$ cat config.mk
export PLATFORM = sky130hd
export DESIGN_NAME = prbs_gen
export DESIGN_NICKNAME = d
export VERILOG_FILES = /design/src/rtl/prbs_step.sv /design/src/rtl/prbs_gen.sv
export SDC_FILE = /design/constraint.sdc
export NUM_CORES = 1
export LEC_CHECK = 0
export ABC_AREA = 1
export ABC_CLOCK_PERIOD_IN_PS = 3000
export BUFFER_PORTS_ARGS = -buffer_cell sky130_fd_sc_hd__buf_2
export CORE_ASPECT_RATIO = 1.2
export CORE_MARGIN = 1.5
export CORE_UTILIZATION = 57
export DETAILED_ROUTE_END_ITERATION = 10
export GPL_ROUTABILITY_DRIVEN = 1
export PLACE_DENSITY_LB_ADDON = 0.15
export SETUP_SLACK_MARGIN = 0.5
export SYNTH_ARGS = -nofsm -noshare
export SYNTH_HDL_FRONTEND = slang
export SYNTH_SLANG_ARGS = --single-unit
$ cat constraint.sdc
create_clock -name clk -period 3 [get_ports clk]
set_input_delay 0.75 -clock clk [delete_from_list [all_inputs] [get_ports clk]]
set_output_delay 0.75 -clock clk [all_outputs]
set_load 0.02 [all_outputs]
$ cat src/rtl/prbs_step.sv
// Combinational advance of the shift register by W bits.
module prbs_step #(
  parameter int W = 14,
  parameter int L = 9,
  parameter int T = 5
) (
  input  logic [L-1:0] cur,
  output logic [W-1:0] word,
  output logic [L-1:0] nxt
);

  // Stage k lives in bit k-1; stage 1 is the newest bit.
  function automatic logic [W-1:0] advance_word(logic [L-1:0] seed);
    logic [L-1:0] s;
    logic [W-1:0] acc;
    logic         b;
    s   = seed;
    acc = '0;
    for (int j = 0; j < W; j++) begin
      b   = s[T-1] ^ s[L-1];
      acc = {acc[W-2:0], b};
      s   = {s[L-2:0], b};
    end
    return acc;
  endfunction

  assign word = advance_word(cur);
  // L <= W: the newest L bits of the word are the new state
  assign nxt  = word[L-1:0];

endmodule

$ cat src/rtl/prbs_gen.sv
module prbs_gen #(
  parameter int W = 14,
  parameter int L = 9,
  parameter int T = 5
) (
  input  logic         clk,
  input  logic         rst_n,
  input  logic         en,
  output logic [W-1:0] data,
  output logic         valid
);

  logic [L-1:0] state_q;
  logic [L-1:0] state_d;
  logic [W-1:0] word_d;
  logic [W-1:0] data_q;
  logic         valid_q;

  prbs_step #(.W(W), .L(L), .T(T)) u_step (
    .cur  (state_q),
    .word (word_d),
    .nxt  (state_d)
  );

  always_ff @(posedge clk or negedge rst_n) begin
    if (!rst_n) begin
      state_q <= '1;
      data_q  <= '0;
      valid_q <= 1'b0;
    end else begin
      valid_q <= en;
      if (en) begin
        state_q <= state_d;
        data_q  <= word_d;
      end
    end
  end

  assign data  = data_q;
  assign valid = valid_q;

  AST_GEN_HOLD: assert property (@(posedge clk) disable iff (!rst_n)
    !en |=> $stable(state_q) && $stable(data_q));
  AST_GEN_NONZERO: assert property (@(posedge clk) disable iff (!rst_n)
    state_q != '0);

endmodule

# [Yosys cells after proc, flatten, opt, wreduce, memory -nomap -nowiden]
# Index checks and enable logic that the tools add are counted.
[word_totals] out_inout_bits=15 regBits=24 elab_cells=17 input_bits=3
[op_classes] bitwise_logic=14
[ops] cell="bitwise XOR 1 bit" n=14

# [Logic depth before layout (Yosys ltp)]
[depth] ltp_word=3 ltp_mapped=6 ltp_nobuf=5

# [Hierarchy]
# Synthesis repeated with hierarchy kept, for this count alone.
[unflattened] cells_unflattened=176 area_unflattened_um2=1297.5
[modules_own_cells] module="prbs_gen" n_inst=1 area_per_inst_um2=912.1 cells_each=98 seq_area_each_um2=611.8
[modules_own_cells] module="prbs_step" n_inst=1 area_per_inst_um2=385.4 cells_each=78 seq_area_each_um2=0.0

# [Worst setup path before layout]
# Ideal clock, no wire load.
[synth_path] path_type="input port to flip-flop" start="input port en" end="register state_q[4]" cell_stages=6 path_buffers=2 t_required_ns=2.931 setup_time_ns=0.069 arrival_time_ns=1.235 slack_ns=1.696 cell_sequence="buf_6 inv_2 buf_6 a21oi_2 o21ai_2 o21ai_2"
[synth_lines] item="from (decl)" line_no="prbs_gen.sv:8" source="input logic en,"
[synth_lines] item="to (signal assigned)" line_no="prbs_gen.sv:33" source="state_q <= state_d;"
[synth_lines] item="to (decl)" line_no="prbs_gen.sv:13" source="logic [L-1:0] state_q;"

# [Final worst setup path]
[layout_path] start="register data_q[11], in the netlist data[11]" end="output port data[11]"
[layout_lines] item="from (decl)" line_no="prbs_gen.sv:16" source="logic [W-1:0] data_q;"
[layout_lines] item="from (signal assigned)" line_no="prbs_gen.sv:34" source="data_q <= word_d;"
[layout_lines] item="to (decl)" line_no="prbs_gen.sv:9" source="output logic [W-1:0] data,"
# No word-level cell between the ends.

==> results.yml <==
status:
  status: "completed"
synth:
  synth-warning-count: 0
  synth_fp_nets: 128
  ys_types: 17
  synth_enable_flop_cells: 0
  syn_inst: 125
  ys_seq_area_share_pct: 56.8
  yosysTopAreaCellShare_pct: 34.8
  synth_area_um2: 1080
  ys_ff_latch: 24
  synth_common_cells: "nand2_1 (50), nand3_1 (23), dfrtp_1 (15), dfstp_2 (9), inv_1 (8)"
  synthTopCellsByArea: "dfrtp_1 (35%), dfstp_2 (22%), nand2_1 (17%)"
  syn_avg_cell_area_um2: 8.62
  ys.flop_type: "dfrtp_1"
  yosysMostFrequentCell: "nand2_1"
  yosysTopAreaCell: "dfrtp_1"
  async_flop_share_pct: 100
setup_path:
  path_class: "register to primary output"
  crit_path_start_kind: "register"
  arrival_ns: 0.88
  cp-end-kind: "primary output"
  cp.required_ns: 2.25
  crit_slowest_cell: "dfrtp_1"
  worstPathMaxFanout: 2
  max_stage_delay_ns: 0.41
  crit_chain: "buf_2"
  crit_family: "flip-flops"
  crit_buf_inv: 1
placed_design:
  io_buffers: 17
  hpwl_mm: 1.37
  place_congestion: 0.785
floorplanning:
  die-height_um: 50.6
  die_x_um: 42.7
  initial_core_util_pct: 59.6
  fp-row-count: 17
  core_area_um2: 1810
  io_pins: 18
  die-area_um2: 2160
cts:
  cts_tree: "done"
  cts_hold_buf: 0
  worstSkewPairLatency_ns: 0.31
  clock-sinks: 24
  cts_resized: 0
  cts_buffers: 3
  root_buffer: "clkbuf_4"
  clk_path_buf_depth: 2
  clk_pin_slew_worst_paths_ns: 0.13
  post_cts_buffers: 0
  htreeDepth: 1
route:
  via_per_inst: 5.35
  routed_wirelength_mm: 1.96
  vias: 861
  drc: 0
  routedWlPerCell_um: 12.2
  drtIter0Drc: 19
  final_antenna_net_count: 0
  drtPass1Iterations: 4
cells_and_area:
  syn_to_final_growth_pct: 10.2
  drive_gt1_share_pct: 24.6
  insertedDiodeCount: 0
  seq_area_um2: 612
  multiInputGateArea_um2: 397
  nNetsFinal: 146
  nFillCells: 151
sta:
  fin_skew_ns: 0.00682
  period_needed_ns: 1.63
  drv_slew: 0
  setup_viol: 0
  max-slew-margin-rel_pct: 66.4
  rsz0062_at_grt: "false"
  fin_worst_hold_slack_ns: 0.384
  finalCritPeriodShare_pct: 54.4
  fin_tns_setup_ns: 0
  finalHoldViolCount: 0
  max_freq_mhz: 613
  tightest_slew_ns: 0.505
grt:
  grt_pass1_vias: 868
  grt_pass1_wl_mm: 3.57
  antenna_found_initial: 0
  grt_max_degree: 25
  track_usage_pct: 21.7
  overflow: 0
run:
  drv_cap: 0
power_and_ir_drop:
  power_leakage_uw: 0.000623
  p_per_area_nw_per_um2: 1240
  peakVddDrop_mv: 0.672
min_path:
  min_path_type: "primary input to async pin"
## power by group
group,leakage [uW],internal (uW),switching (uW)
Combinational,0.000329,224,414
Clock,0.0000210,74.2,93.1
Sequential,0.000273,527,139
Total,0.000623,825,646
## path summary, 6_finish.rpt
path	startpoint	endpoint	slack, ns	cells past startpoint
worst max-delay path	data[11]	data[11]	1.37	1
worst min-delay path	rst_n	data[11]	0.38	1
worst min register to register	data[9]	data[9]	0.49	2
max in group asynchronous	rst_n	state_q[2]	2.25	1
min in group clk	data[9]	data[9]	0.49	2
worst max register to register	state_q[4]	data[3]	1.84	5
## cell families after synthesis
group	count (synthesis)	share of synthesized area (%)
AO/OA/AOI/OAI	8	5.23
XOR/XNOR	1	0.813
buffers and inverters	13	6.39
flip-flops	24	56.8
AND/OR/NAND/NOR	79	30.8
## metal layers
metal | up-vias | part of all wire, % | GRT usage [%]
met5 | - | 0 | 0
met4 | 0 | 1.9 | 7.81
met3 | 6 | 3.3 | 3.60
met2 | 17 | 50 | 36.9
met1 | 404 | 45 | 27.5
li1 | 434 | - | -
## registers in the layout, indices dropped and copies added (netlist names)
| name | flops |
|---|---|
| valid | 1 |
| data | 14 |
| state_q | 9 |
## cells in the final DEF, fill, tap and decap left out
cell type and n:
nand2_1 50, nand3_1 23, buf_2 17, dfrtp_1 15, dfstp_2 9, inv_1 8
nor2_1 4, a31oi_1 4, clkbuf_4 3, o21ai_2 2, inv_2 1, nand3b_1 1
a21oi_2 1, nand2_2 1, xnor2_1 1, o21ai_0 1, clkbuf_8 1
## cell type report
type	count	share of cell area [%]
well taps	19	2.00
multi-input cells	88	33.4
inverters	9	2.85
clock buffers	4	3.06
flip-flops and latches	24	51.5
repair buffers	17	7.17
## through the flow
step	cells	total power, uW	area, um^2	utilization [%]	setup slack (ns)
global placement	157	1280	1150	63.7	1.36
global route	161	1600	1190	65.7	1.33
detailed placement	157	1310	1150	63.7	1.34
CTS	161	1480	1190	65.7	1.36
finish	161	1470	1190	65.7	1.37
floorplan	125	1120	1080	-	1.70
No activity file was read; power rests on OpenSTA's default activity.
